==> config.mk <==
export PLATFORM = sky130hd
export DESIGN_NAME = aux_tmr_pair
export DESIGN_NICKNAME = d
export VERILOG_FILES = /design/src/rtl/aux_tmr_pkg.sv /design/src/rtl/aux_edge_sync.sv /design/src/rtl/aux_unit.sv /design/src/rtl/aux_rld_arb.sv /design/src/rtl/aux_tmr_pair.sv
export SDC_FILE = /design/constraint.sdc
export NUM_CORES = 1
export LEC_CHECK = 0
export BUFFER_PORTS_ARGS = -buffer_cell sky130_fd_sc_hd__buf_4
export CORE_UTILIZATION = 55
export DETAILED_ROUTE_END_ITERATION = 7
export PLACE_DENSITY_LB_ADDON = 0.05
export SYNTH_ARGS = -nofsm -noshare
export SYNTH_HDL_FRONTEND = slang
export SYNTH_SLANG_ARGS = --single-unit
==> constraint.sdc <==
create_clock -name clk_i -period 4.3 [get_ports clk_i]
set_clock_uncertainty 0.2 [all_clocks]
set_input_delay 0.215 -clock clk_i [delete_from_list [all_inputs] [get_ports clk_i]]
set_output_delay 0.215 -clock clk_i [all_outputs]
set_load 0.005 [all_outputs]
==> src/rtl/aux_tmr_pkg.sv <==
package aux_tmr_pkg;

    typedef enum logic [1:0] {
        MODE_COUNT   = 2'b00,
        MODE_CASCADE = 2'b01,
        MODE_CAPTURE = 2'b10,
        MODE_RELOAD  = 2'b11
    } aux_mode_e;

    typedef enum logic [1:0] {
        TRIG_PIN      = 2'b00,
        TRIG_TGL_RISE = 2'b01,
        TRIG_TGL_FALL = 2'b10,
        TRIG_TGL_ANY  = 2'b11
    } rld_trig_e;

endpackage

==> src/rtl/aux_edge_sync.sv <==
module aux_edge_sync #(
    parameter int STAGES = 2
) (
    input  logic clk_i,
    input  logic rst_ni,
    input  logic pin_i,
    output logic rise_o
);
    localparam int LAST = STAGES;

    logic [LAST:0] sh_d, sh_q;

    always_comb begin
        sh_d = {sh_q[LAST-1:0], pin_i};
    end

    always_ff @(posedge clk_i or negedge rst_ni) begin
        if (!rst_ni) sh_q <= '0;
        else         sh_q <= sh_d;
    end

    // Edge is seen once the synchronised level has passed all stages
    assign rise_o = sh_q[LAST-1] & ~sh_q[LAST];
endmodule

==> src/rtl/aux_unit.sv <==
module aux_unit
    import aux_tmr_pkg::*;
#(
    parameter int W = 16
) (
    input  logic         clk_i,
    input  logic         rst_ni,
    input  aux_mode_e    mode_i,
    input  rld_trig_e    trig_i,
    input  logic         dir_i,
    input  logic         tick_i,
    input  logic         ld_i,
    input  logic [W-1:0] ld_val_i,
    input  logic         pin_rise_i,
    input  logic         tgl_rise_i,
    input  logic         tgl_fall_i,
    input  logic [W-1:0] core_cnt_i,
    output logic [W-1:0] val_o,
    output logic         irq_o,
    output logic         rld_req_o
);
    typedef struct packed {
        logic [W-1:0] val;
        logic         irq;
    } unit_st_t;

    unit_st_t st_d, st_q;
    logic     step;
    logic     trig_hit;

    always_comb begin
        st_d     = st_q;
        st_d.irq = 1'b0;
        step     = 1'b0;
        unique case (mode_i)
            MODE_COUNT:   step = tick_i;
            MODE_CASCADE: step = tgl_rise_i | tgl_fall_i;
            MODE_CAPTURE: begin
                if (pin_rise_i) begin
                    st_d.val = core_cnt_i;
                    st_d.irq = 1'b1;
                end
            end
            default: ;
        endcase
        if (step) begin
            if (dir_i) begin
                st_d.val = st_q.val - 1'b1;
                st_d.irq = (st_q.val == '0);
            end else begin
                st_d.val = st_q.val + 1'b1;
                st_d.irq = &st_q.val;
            end
        end
        if (ld_i) begin
            st_d.val = ld_val_i;
            st_d.irq = 1'b0;
        end
    end

    always_comb begin
        unique case (trig_i)
            TRIG_PIN:      trig_hit = pin_rise_i;
            TRIG_TGL_RISE: trig_hit = tgl_rise_i;
            TRIG_TGL_FALL: trig_hit = tgl_fall_i;
            default:       trig_hit = tgl_rise_i | tgl_fall_i;
        endcase
    end

    always_ff @(posedge clk_i or negedge rst_ni) begin
        if (!rst_ni) st_q <= '0;
        else         st_q <= st_d;
    end

    assign val_o     = st_q.val;
    assign irq_o     = st_q.irq;
    assign rld_req_o = (mode_i == MODE_RELOAD) && trig_hit;
endmodule

==> src/rtl/aux_rld_arb.sv <==
module aux_rld_arb #(
    parameter int W = 16,
    parameter int N = 2
) (
    input  logic           clk_i,
    input  logic           rst_ni,
    input  logic [N-1:0]   req_i,
    input  logic [N*W-1:0] vals_i,
    output logic           ld_o,
    output logic [W-1:0]   val_o,
    output logic [N-1:0]   gnt_o
);
    typedef struct packed {
        logic         ld;
        logic [W-1:0] val;
        logic [N-1:0] gnt;
    } arb_st_t;

    arb_st_t st_d, st_q;

    always_comb begin
        st_d     = st_q;
        st_d.ld  = 1'b0;
        st_d.gnt = '0;
        // Scan from the top so the lowest requesting index is applied last
        for (int i = N - 1; i >= 0; i--) begin
            if (req_i[i]) begin
                st_d.ld     = 1'b1;
                st_d.gnt    = '0;
                st_d.gnt[i] = 1'b1;
                st_d.val    = vals_i[i*W +: W];
            end
        end
    end

    always_ff @(posedge clk_i or negedge rst_ni) begin
        if (!rst_ni) st_q <= '0;
        else         st_q <= st_d;
    end

    assign ld_o  = st_q.ld;
    assign val_o = st_q.val;
    assign gnt_o = st_q.gnt;
endmodule

==> src/rtl/aux_tmr_pair.sv <==
module aux_tmr_pair
    import aux_tmr_pkg::*;
#(
    parameter int W       = 16,
    parameter int N       = 2,
    parameter int SYNC_ST = 2
) (
    input  logic           clk_i,
    input  logic           rst_ni,
    input  logic [W-1:0]   core_cnt_i,
    input  logic           core_tgl_i,
    input  logic [2*N-1:0] mode_i,
    input  logic [N-1:0]   dir_i,
    input  logic [N-1:0]   tick_i,
    input  logic [N-1:0]   pin_i,
    input  logic [2*N-1:0] rld_sel_i,
    input  logic [N-1:0]   ld_i,
    input  logic [N*W-1:0] ld_val_i,
    output logic [N*W-1:0] aux_val_o,
    output logic           core_ld_o,
    output logic [W-1:0]   core_ld_val_o,
    output logic [N-1:0]   irq_o
);
    typedef struct packed {
        logic tgl;
    } top_st_t;

    top_st_t st_d, st_q;
    logic    tgl_rise, tgl_fall;

    logic [N-1:0] pin_rise;
    logic [N-1:0] rld_req;
    logic [N-1:0] unit_irq;
    logic [N-1:0] gnt;

    always_comb begin
        st_d     = st_q;
        st_d.tgl = core_tgl_i;
    end

    always_ff @(posedge clk_i or negedge rst_ni) begin
        if (!rst_ni) st_q <= '0;
        else         st_q <= st_d;
    end

    assign tgl_rise =  core_tgl_i & ~st_q.tgl;
    assign tgl_fall = ~core_tgl_i &  st_q.tgl;

    for (genvar g = 0; g < N; g++) begin : g_unit
        aux_edge_sync #(.STAGES(SYNC_ST)) u_sync (
            .clk_i  (clk_i),
            .rst_ni (rst_ni),
            .pin_i  (pin_i[g]),
            .rise_o (pin_rise[g])
        );

        aux_unit #(.W(W)) u_tmr (
            .clk_i      (clk_i),
            .rst_ni     (rst_ni),
            .mode_i     (aux_mode_e'(mode_i[2*g +: 2])),
            .trig_i     (rld_trig_e'(rld_sel_i[2*g +: 2])),
            .dir_i      (dir_i[g]),
            .tick_i     (tick_i[g]),
            .ld_i       (ld_i[g]),
            .ld_val_i   (ld_val_i[g*W +: W]),
            .pin_rise_i (pin_rise[g]),
            .tgl_rise_i (tgl_rise),
            .tgl_fall_i (tgl_fall),
            .core_cnt_i (core_cnt_i),
            .val_o      (aux_val_o[g*W +: W]),
            .irq_o      (unit_irq[g]),
            .rld_req_o  (rld_req[g])
        );
    end

    aux_rld_arb #(.W(W), .N(N)) u_arb (
        .clk_i  (clk_i),
        .rst_ni (rst_ni),
        .req_i  (rld_req),
        .vals_i (aux_val_o),
        .ld_o   (core_ld_o),
        .val_o  (core_ld_val_o),
        .gnt_o  (gnt)
    );

    assign irq_o = unit_irq | gnt;
endmodule

======== After elaboration in Yosys (flattened, before gate mapping) ========
Cells that the tools add are included.
storage, ports and cells
  bits in registers ....................... 60
  output and inout bits ................... 51
  word-level logic and storage cells ...... 67
operators by class
  reduce and logical (&&, ||, !) cells .... 17
  add/subtract/negate cells ............... 4
  equal/unequal tests ..................... 10
  multiplexer cells ....................... 16
  bitwise logic cells ..................... 10
operators by type and width
  kind                     number
  $mux W17                 10
  $mux W19                 2
  $add A16 B1 Y16 const B  2
  $logic_not A16 Y1        2
  $reduce_and A16 Y1       2
  $sub A16 B1 Y16 const B  2
  $eq A2 B2 Y1 const B     6
  $reduce_bool A3 Y1       4
  $eq A2 B1 Y1 const B     4
  $logic_not A2 Y1         4
  $pmux W1 S3              2
  $and A1 B1 Y1            4
  $not A1 Y1               4
  $pmux W1 S2              2
  $reduce_and A2 Y1        2
  $logic_and A1 B1 Y1      2
  $or A2 B2 Y2             1
  $reduce_bool A2 Y1       1
  $or A1 B1 Y1             1

======== Depth between registers and ports, before layout ========
Gate-level depths: netlist (run 1).
  depth in word-level cells ............... 7
  depth in mapped cells ................... 10
  depth with buffers taken out ............ 8

======== Modules after synthesis ========
From an unflattened synthesis (run 1), not the netlist that was laid out.
unflattened totals
  cells, all modules ...................... 539
  area total of the unflattened synthesis .. 4,569.4 sq um
modules (own cells, without submodules)
  module                      cells an instance  area each (sq um)  times used  seq. area each (sq um)
  aux_unit (g_unit[0].u_tmr)  233                1,804.2            1           425.4
  aux_unit (g_unit[1].u_tmr)  219                1,701.6            1           425.4
  aux_rld_arb                 74                 833.3              1           475.5
  aux_edge_sync               4                  88.8               2           75.1
  aux_tmr_pair                5                  52.6               1           25.0

======== Worst setup path after synthesis (run 1) ========
No wires, ideal clock.
  path type ............................... reg2reg
  from .................................... reg g_unit[1].u_tmr.st_q, in the netlist g_unit[1].u_tmr.val_o[0]
  to ...................................... reg g_unit[1].u_tmr.st_q, in the netlist g_unit[1].u_tmr.val_o[12]
  stages on the path, launching flop included .. 8
  path slack .............................. 1.730 ns
  arrival ................................. 2.244 ns
  required time ........................... 3.974 ns
  path buffers ............................ 0
  clock period less this slack ............ 2.570 ns
  setup time .............................. 0.126 ns
  cell sequence ........................... dfrtp_1 -> fa_1 -> a21o_1 -> a221oi_2 -> a21oi_2 -> a221oi_4 -> mux2i_1 -> a221o_1
on the way
  cells in the longest elaborated chain, start to end .. 4
  elaborated cells on any way between the ends .. 5
  classes of those cells .................. add/sub (2); mux (3)
ends and longest elaborated chain
  what                                                       RTL line                        RTL
  from (decl)                                                aux_unit.sv:27                  unit_st_t st_d, st_q;
  from (signal assigned)                                     aux_unit.sv:72                  else st_q <= st_d;
  $add A16 B1 Y16 / $sub A16 B1 Y16 (equally long branches)  aux_unit.sv:51, aux_unit.sv:48
  $mux W17 (*)                                               aux_unit.sv:47                  if (dir_i) begin
  $mux W17 (*)                                               aux_unit.sv:46                  if (step) begin
  $mux W17 (*)                                               aux_unit.sv:55                  if (ld_i) begin
Mark *: on every way between the ends. The rest lies on a longest branch, timed or not.
A chain may end at the register's enable or synchronous reset.

======== Worst setup path in the final report (run 1) ========
  from .................................... reg g_unit[0].u_tmr.st_q, in the netlist g_unit[0].u_tmr.val_o[0]
  to ...................................... reg g_unit[0].u_tmr.st_q, in the netlist g_unit[0].u_tmr.val_o[14]
on the way
  cells in the longest elaborated chain, start to end .. 4
  elaborated cells on any way between the ends .. 5
  classes of those cells .................. add/sub (2); mux (3)
ends and longest elaborated chain
  what                                                       RTL line
  from (decl)                                                aux_unit.sv:27
  from (signal assigned)                                     aux_unit.sv:72
  $add A16 B1 Y16 / $sub A16 B1 Y16 (equally long branches)  aux_unit.sv:51, aux_unit.sv:48
  $mux W17 (*)                                               aux_unit.sv:47
  $mux W17 (*)                                               aux_unit.sv:46
  $mux W17 (*)                                               aux_unit.sv:55
Marked as above.

==> run summary, run 1 <==
* negative hold slack — failing checks
* built — clock tree from TritonCTS
* met2 — busiest layer in global routing
* 21.5% — simple-gate share of the synthesized area
* 17.9 um — wire length per cell
* 0.914 — final estimated routing congestion in global placement
* 0 — number of antenna violations at the first check in global routing
* 80 ps — clock slew seen by the registers of the worst setup and hold paths
* 1520 ps — worst reg-to-reg setup slack
* 0 — Gates resized, CTS repair
* sky130_fd_sc_hd__dfrtp_1, sky130_fd_sc_hd__a21oi_1, sky130_fd_sc_hd__ha_1, sky130_fd_sc_hd__nand2_1, sky130_fd_sc_hd__mux2i_1 — top cells by area, synth
* 7 — depth of the worst register-to-register path
* 60 — number of clock sinks seen by CTS
* g_unit[0].u_tmr.val_o[14] — worst flop-to-flop path endpoint
* 4610 sq um — Post-Synthesis Cell Area
* 64.7% — Final period util
* sky130_fd_sc_hd__clkbuf_8 — clock root buffer
* 8 — biggest fanout along the worst timing path
* 8.24 sq um — synthesized area divided by synthesized cell count
* 8750 sq um — area enclosed by the die boundary
* 43.1% — GRT met1 Usage
* 371 nW/um^2 — P per Cell Area
* 0 — Routed Antenna Nets
* 0 — Final Max Slew Viols
* 0 ps — setup TNS
* 22,600 um — wire length of the first global-routing pass
* 4.59% — mux cell area share after synthesis
* 33 — cell row count
* sky130_fd_sc_hd__buf_4, sky130_fd_sc_hd__a21oi_1, sky130_fd_sc_hd__nand2_1 — commonest cells after routing, fill and taps aside
* 93.5 um — die width
* 0.200 mV — Max rail drop VDD
* 2 — Max Buffers Root-to-Sink
* primary input to flip-flop — hold crit path type
* sky130_fd_sc_hd__dfrtp_1 — most common flop cell mapped by yosys
* 658 — net count after synthesis
* g_unit[1].u_tmr.val_o[7] — Min-Delay Endpoint
* 847 ps — transition at the pin with the smallest max-transition slack
* 100% — asr flop ratio synth
* 2780 ps — min cycle time layout
* 5,041 — total via count in the routed design
* 658 — fillcell total
* 0.00288 uW — Lkg Pwr
* 93.5 um — Die Span Y
* 0 — number of flops mapped to enable cells by yosys
* flip-flop — nature of the critical path endpoint
* 9 — TritonCTS buffer count
* 117 — Port Buffers
* flip-flop to flip-flop — path type of the worst setup path
* sky130_fd_sc_hd__buf_4 — most frequent standard cell in the layout excluding fill and tap cells
* 2850 ps — CP arrival
* 1 — final hold violations
* 1590 ps — Place WS
* 10,400 um — placed wire-length estimate
* 14,500 um — total detailed-routing wirelength
* g_unit[0].u_tmr.val_o[0] — launch instance of the worst register-to-register path
* 60 — flip-flop and latch count after synthesis
* 6.23 — via/cell ratio
* 344 — 1st-iter DRT viols
* 0 — number of setup buffers added after CTS
* 6.91% — GR Layer Usage met3
* 54.5% — grt met2 use
* 4370 ps — Data required, critical path
* flip-flop — crit start category
* 0 — count of synthesis-stage warnings from yosys
* 22.0% — share of final-layout standard cells stronger than drive strength 1
* 500 ps — Slowest Stage Delay on Critical Path
* 3.61% — xor/xnor cell area share of the yosys netlist
* 0 — max-cap viol count
* ld_val_i[23] — startpoint of the lowest-slack hold path
* 3 — H-tree lvl count
* 0 — Buffers & Inverters on Critical Path
* 56.4% — effective utilization at floorplan
* 43.4% — worst max-slew margin expressed relative to the limit
* compound AO/OA/AOI/OAI gates — largest family of logic cells by synthesized area
* -0.356 ps — worst hold slack
* 1500 sq um — register area
* compound AO/OA/AOI/OAI gates — Top delay family on crit path
* 340 ps — clock latency on the worst-skew pair
* 62 — library cells used by synthesis
* 9.02% — adder-cell share of the synthesized area
* 61 — pin count of the biggest net entering global routing
* 6110 sq um — final non-filler cell area
* 0 — Inserted Diodes
* 8180 sq um — area of the core region
* 5580 sq um — instance area after placement
* finished with violations — status
* 2270 uW — total power draw
* 118 — total I/O pin count
* 32.6% — area fraction of the dominant cell type after synthesis
* 1520 ps — post-route worst setup slack
* 798 — nets
* 2970 sq um — area of combinational cells with multiple inputs
* false — setup repair after global routing missed its margin
* 4,693 — number of global-route vias before repair
* 0 — Congestion Overflow GR
* 32.6% — part of the Yosys area used for sequential elements
* 0 — DRC
* fa_1, a21o_1, a311o_1, a2111oi_2, o31ai_1, xnor2_1, a21oi_1 — critical-path cell list
* 32.7% — P&R area growth vs syn
* 0 — endpoints failing setup
* 3 — cell depth of the worst hold path
* 5 — number of iterations in the first detailed-routing pass
* sky130_fd_sc_hd__a2111oi_2 — cell with the largest stage delay on the worst path
* 0.360 GHz — Peak Freq
* 559 — Mapped Cells
* 25.5% — compound-gate portion of the synthesized area
* sky130_fd_sc_hd__dfrtp_1 — cell type contributing the most total cell area after synthesis
* 33.3% — GR Util All Layers
power breakdown:
group          total [uW]  leakage, uW  internal (uW)  switching (uW)
clock network         571     0.000112            330             241
logic                 904      0.00206            450             454
registers             792     0.000710            660             133
total                2270      0.00288           1440             827
Yosys cell counts, drive strengths merged (9+ instances only):
cell and n:
nand4 12, a21oi 88, mux2i 20, nor3 10, xnor2 12, ha 30
inv 14, dfrtp 60, a211oi 10, nand3 14, clkbuf 23, nor2 38
a21o 9, o21ai 37, nand2 76
cells by family (layout without fill, tap and decap cells):
| logic type | after synthesis | count (layout) |
|---|---|---|
| AO/OA/AOI/OAI | 188 | 188 |
| adder cells (fa/ha/maj) | 32 | 32 |
| AND/OR/NAND/NOR | 200 | 200 |
| flip-flops | 60 | 60 |
| XOR/XNOR | 19 | 19 |
| multiplexers | 21 | 21 |
| buffers and inverters | 39 | 184 |
what timing repair did:
action                     in CTS  in global routing
setup endpoints to repair       0                  0
hold endpoints to repair       90                  0
hold buffers                   31                  0
sequential cells by signal, summed over array words and instances, names as in the netlist:
name,cells
g_unit.u_sync.sh_q,6
g_unit.u_tmr.val_o,32
g_unit.u_tmr.irq_o,2
u_arb.val_o,16
u_arb.gnt_o,2
u_arb.ld_o,1
st_q,1
routing by layer:
layer / routed length, um / share of wire [%] / vias to the layer above
li1: - / - / 2357
met1: 6060 / 42 / 2375
met2: 6730 / 47 / 265
met3: 1210 / 8.4 / 44
met4: 462 / 3.2 / 0
met5: 0 / 0 / -
worst max-delay path by stage:
stage	slack (ps)	depth (start not counted)	start	endpoint
floorplan	1730	7	g_unit[1].u_tmr.val_o[0]	g_unit[1].u_tmr.val_o[12]
global placement	1640	7	g_unit[1].u_tmr.val_o[0]	g_unit[1].u_tmr.val_o[12]
detailed placement	1590	7	g_unit[1].u_tmr.val_o[0]	g_unit[1].u_tmr.val_o[12]
CTS	1520	11	core_tgl_i	u_arb.val_o[3]
global route	1290	11	core_tgl_i	u_arb.val_o[0]
finish	1520	7	g_unit[0].u_tmr.val_o[0]	g_unit[0].u_tmr.val_o[14]
layout make-up:
type	instances	area share (%)
flip-flops and latches	60	24.6
well taps	105	2.15
inverters	14	0.859
multi-input cells	460	48.6
repair buffers	154	20.2
clock buffers	13	2.93
clock inverters	3	0.696
stage by stage:
| stage | util [%] | std cells |
|---|---|---|
| floorplan | - | 559 |
| global placement | 68.3 | 762 |
| detailed placement | 68.3 | 762 |
| CTS | 74.8 | 809 |
| global route | 74.8 | 809 |
| finish | 74.8 | 809 |
worst min-delay path: stages:
cell	delay, ps
sky130_fd_sc_hd__buf_4	70
sky130_fd_sc_hd__nand2b_1	90
sky130_fd_sc_hd__o31a_1	130
Note: power is estimated with default switching activity, not from simulation.
==> run 2: changes to the inputs <==
--- a/config.mk
+++ b/config.mk
@@ -5,8 +5,9 @@
 export SDC_FILE = /design/constraint.sdc
 export NUM_CORES = 1
 export LEC_CHECK = 0
+export ABC_AREA = 1
 export BUFFER_PORTS_ARGS = -buffer_cell sky130_fd_sc_hd__buf_4
-export CORE_UTILIZATION = 55
+export CORE_UTILIZATION = 50
 export DETAILED_ROUTE_END_ITERATION = 7
 export PLACE_DENSITY_LB_ADDON = 0.05
 export SYNTH_ARGS = -nofsm -noshare
==> constraint.sdc (replaced) <==
create_clock -name clk_i -period 2.4 [get_ports clk_i]
set_clock_uncertainty 0.2 [all_clocks]
set_input_delay 0.12 -clock clk_i [delete_from_list [all_inputs] [get_ports clk_i]]
set_output_delay 0.12 -clock clk_i [all_outputs]
set_load 0.005 [all_outputs]
==> run 2 against run 1 <==
Against the previous run:
- the run now ends clean
- final area up 15%
- utilization fell by 3.7 points
- synthesized area is 11% higher
- critical path type is now primary input to flip-flop
- largest power group unchanged
- highest routed layer unchanged
==> run summary, run 2 <==
* finished clean — status, was finished with violations
* 1,107 — nets, was 798
* sky130_fd_sc_hd__nand2_1 — CP most frequent cell
* 0 ps — setup TNS, unchanged
* 0.00393 uW — Lkg Pwr, was 0.00288 uW
* 27,600 um — wire length of the first global-routing pass, was 22,600 um
* sky130_fd_sc_hd__nand2_1 — most frequent cell after synthesis, was sky130_fd_sc_hd__a21oi_1
* 17.6% — share of final-layout standard cells stronger than drive strength 1, was 22.0%
* 32 — max reg flops, unchanged
* 21.0% — portion of total power attributed to the clock network, was 25.2%
* 360 ps — clock latency on the worst-skew pair, was 340 ps
* 60 — number of clock sinks seen by CTS, unchanged
* 280 ps — worst reg-to-reg setup slack, was 1520 ps
* 7010 sq um — final non-filler cell area, was 6110 sq um
* 5,739 — number of global-route vias before repair, was 4,693
* 0 — max-cap viol count, unchanged
* built — clock tree from TritonCTS, unchanged
* 90.4% — Final period util
* 0.999 — final estimated routing congestion in global placement, was 0.914
* g_unit[1].u_tmr.irq_o — Min-Delay Endpoint, was g_unit[1].u_tmr.val_o[7]
* dlygate4sd3_1, buf_4, inv_1, ha_1, nand2_1, nand2_1, nor2_4, inv_4, nand3_2, inv_2, nand2_1, nand3_1 — critical-path cell list, was fa_1, a21o_1, a311o_1, a2111oi_2, o31ai_1, xnor2_1, a21oi_1
* 100% — asr flop ratio synth, unchanged
* 45.1% — worst max-slew margin expressed relative to the limit, was 43.4%
* 912 — net count after synthesis, was 658
* 36.9% — P&R area growth vs syn, was 32.7%
* 5 — Buffers & Inverters on Critical Path, was 0
* 0 — Final Max Slew Viols, unchanged
* sky130_fd_sc_hd__nand2_1, sky130_fd_sc_hd__buf_4, sky130_fd_sc_hd__inv_1 — commonest cells after routing, fill and taps aside, was sky130_fd_sc_hd__buf_4, sky130_fd_sc_hd__a21oi_1, sky130_fd_sc_hd__nand2_1
* 574 nW/um^2 — P per Cell Area, was 371 nW/um^2
* 17,500 um — total detailed-routing wirelength, was 14,500 um
* 540 ps — Slowest Stage Delay on Critical Path, was 500 ps
* 265 — 1st-iter DRT viols, was 344
* primary input to flip-flop — path type of the worst setup path, was flip-flop to flip-flop
* st_q — launch instance of the worst register-to-register path, was g_unit[0].u_tmr.val_o[0]
* 34.5% — GR Util All Layers, was 33.3%
* 3 — H-tree lvl count, unchanged
* 80 ps — clock slew seen by the registers of the worst setup and hold paths, about the same
* ld_i[1] — startpoint of the lowest-slack hold path, was ld_val_i[23]
* 118 — total I/O pin count, unchanged
* 29.3% — area fraction of the dominant cell type after synthesis, was 32.6%
* false — setup repair after global routing missed its margin, unchanged
* 15.2 um — wire length per cell, was 17.9 um
* buffers and inverters — Top delay family on crit path, was compound AO/OA/AOI/OAI gates
* 61 — pin count of the biggest net entering global routing, unchanged
* 2380 uW — internal power component, was 1440 uW
* 5.26 — via/cell ratio, was 6.23
* 0 — Congestion Overflow GR, unchanged
* sky130_fd_sc_hd__dfrtp_1, sky130_fd_sc_hd__nand2_1, sky130_fd_sc_hd__inv_1, sky130_fd_sc_hd__ha_1, sky130_fd_sc_hd__nand3_1 — top cells by area, synth, was sky130_fd_sc_hd__dfrtp_1, sky130_fd_sc_hd__a21oi_1, sky130_fd_sc_hd__ha_1, sky130_fd_sc_hd__nand2_1, sky130_fd_sc_hd__mux2i_1
* 6190 sq um — instance area after placement, was 5580 sq um
* 103 um — Die Span Y, was 93.5 um
* 0 — final hold violations, was 1
* 6.30 sq um — synthesized area divided by synthesized cell count, was 8.24 sq um
* 60 — flip-flop and latch count after synthesis, unchanged
* 4030 uW — total power draw, was 2270 uW
* 5120 sq um — Post-Synthesis Cell Area, was 4610 sq um
* 33.3% — fraction of power consumed by sequential logic, was 34.9%
* 0 — DRC, unchanged
* 0 — endpoints failing setup, unchanged
* 2500 ps — Data required, critical path, was 4370 ps
* 51.9% — effective utilization at floorplan, was 56.4%
* 5 — number of iterations in the first detailed-routing pass, unchanged
* 103 um — die width, was 93.5 um
* 0 — Routed Antenna Nets, unchanged
* 0 — count of synthesis-stage warnings from yosys, unchanged
* 13 — biggest fanout along the worst timing path, was 8
* flip-flop — nature of the critical path endpoint, unchanged
* 813 — Mapped Cells, was 559
* 823 ps — transition at the pin with the smallest max-transition slack, was 847 ps
* 850 — fillcell total, was 658
* sky130_fd_sc_hd__dlygate4sd3_1 — cell with the largest stage delay on the worst path, was sky130_fd_sc_hd__a2111oi_2
* 2170 ps — min cycle time layout
* primary input to flip-flop — hold crit path type, unchanged
* 12,700 um — placed wire-length estimate, was 10,400 um
* sky130_fd_sc_hd__dfrtp_1 — cell type contributing the most total cell area after synthesis, unchanged
* 9 — depth of the worst register-to-register path, was 7
* 0 — number of setup buffers added after CTS, unchanged
* sky130_fd_sc_hd__nand2_1, sky130_fd_sc_hd__inv_1, sky130_fd_sc_hd__dfrtp_1 — ranking of synthesized cells by instance count, was sky130_fd_sc_hd__a21oi_1, sky130_fd_sc_hd__nand2_1, sky130_fd_sc_hd__dfrtp_1
* 0 — number of flops mapped to enable cells by yosys, unchanged
* 45.7% — share of power burned in combinational logic, was 39.9%
* 0.461 GHz — Peak Freq
* 6,030 — total via count in the routed design, was 5,041
* 35 — library cells used by synthesis, was 62
* 36 — cell row count, was 33
* 0.322 mV — Max rail drop VDD, was 0.200 mV
* sky130_fd_sc_hd__clkbuf_8 — clock root buffer, unchanged
* 0 — Inserted Diodes, unchanged
* 117 — Port Buffers, unchanged
* 4 — cell depth of the worst hold path, was 3
* 41.0% — share of total power consumed by net switching, was 36.5%
* 29.3% — part of the Yosys area used for sequential elements, was 32.6%
* 1650 uW — power dissipated by switching net loads, was 827 uW
* sky130_fd_sc_hd__dfrtp_1 — most common flop cell mapped by yosys, unchanged
* 10,700 sq um — area enclosed by the die boundary, was 8750 sq um
* 0 — number of antenna violations at the first check in global routing, unchanged
* 2 — Max Buffers Root-to-Sink, unchanged
* primary input — crit start category, was flip-flop
* g_unit[0].u_tmr.val_o[4] — worst flop-to-flop path endpoint, was g_unit[0].u_tmr.val_o[14]
* 2270 ps — CP arrival, was 2850 ps
* sky130_fd_sc_hd__nand2_1 — most frequent standard cell in the layout excluding fill and tap cells, was sky130_fd_sc_hd__buf_4
* 9 — TritonCTS buffer count, unchanged
* 9860 sq um — area of the core region, was 8180 sq um
[run 2: cell count changes after synthesis, sizes merged, moves of 10 or more]
cell,previous run,this run
mux2i,20,0
nand2,76,325
clkbuf,23,3
o211ai,2,17
nor2,38,48
a211oi,10,0
a21oi,88,40
o22ai,0,10
xnor2,12,0
inv,14,138
nand3,14,58
[run 2: layer usage]
layer | global-route usage (%) | vias to the layer above | wire, um
met2 | 60.5 | 262 | 8570
met3 | 4.84 | 42 | 1340
met1 | 42.6 | 2755 | 7100
li1 | - | 2971 | -
met4 | 14.1 | 0 | 450
met5 | 0 | - | 0
[run 2: cell families after synthesis]
kind of cell               count (synthesis)  synth area share, %
and+or+nand+nor                          467                 38.5
buffers and inverters                    152                 12.1
AOI/OAI and AO/OA                        102                 12.0
DFF                                       60                 29.3
adders and majority gates                 32                 8.11
[run 2: worst register-to-register path: cells and delay by family (launching register included)]
kind                     cells  cell delay (ps)
adder cells (fa/ha/maj)      1              380
buffers and inverters        2              400
AND/OR/NAND/NOR              6              690
flip-flops                   1              390
[run 2: layout make-up]
class,instances,area (sq um),share of cell area [%]
inverter,138,523,7.46
tap,133,166,2.37
multi-input combinational,601,3000,42.8
clock inverter,5,27.5,0.393
sequential,60,1500,21.4
clock buffer,11,141,2.02
timing repair buffer,198,1650,23.5
[run 2: metrics by stage]
step / util (%) / cells / hold slack (ps) / worst slack, ps
2_1_floorplan: - / 813 / -376 / 571
3_3_place_gp: 62.7 / 1065 / 30.9 / 360
3_5_place_dp: 62.7 / 1065 / 32.4 / 338
4_1_cts: 71.1 / 1146 / 3.75 / 282
5_1_grt: 71.1 / 1146 / 30.5 / 107
6_report: 71.1 / 1146 / 18.8 / 230
[run 2: repair_timing]
action / 4_1_cts / 5_1_grt
hold buffers: 65 / 0
endpoints found under the hold margin: 99 / 0
resized for setup: 0 / 0
[run 2: worst max path at each step]
| stage | start | end | slack, ps | cells after the start |
|---|---|---|---|---|
| final | core_tgl_i | g_unit[0].u_tmr.val_o[4] | 230 | 12 |
| after global routing | core_tgl_i | g_unit[0].u_tmr.val_o[8] | 110 | 12 |
| after CTS | core_tgl_i | g_unit[1].u_tmr.val_o[4] | 280 | 12 |
| after detailed placement | st_q | g_unit[1].u_tmr.val_o[4] | 340 | 9 |
| after global placement | st_q | g_unit[1].u_tmr.val_o[3] | 360 | 9 |
| after floorplan | g_unit[0].u_tmr.val_o[0] | g_unit[0].u_tmr.val_o[8] | 570 | 10 |
[run 2: power by group through the flow]
stage | registers (uW) | clock network [uW] | logic, uW
global route | 1360 | 892 | 2060
detailed placement | 1350 | 0 | 1720
finish | 1340 | 846 | 1840
CTS | 1330 | 846 | 1820
floorplan | 1340 | 0 | 1000
global placement | 1350 | 0 | 1680
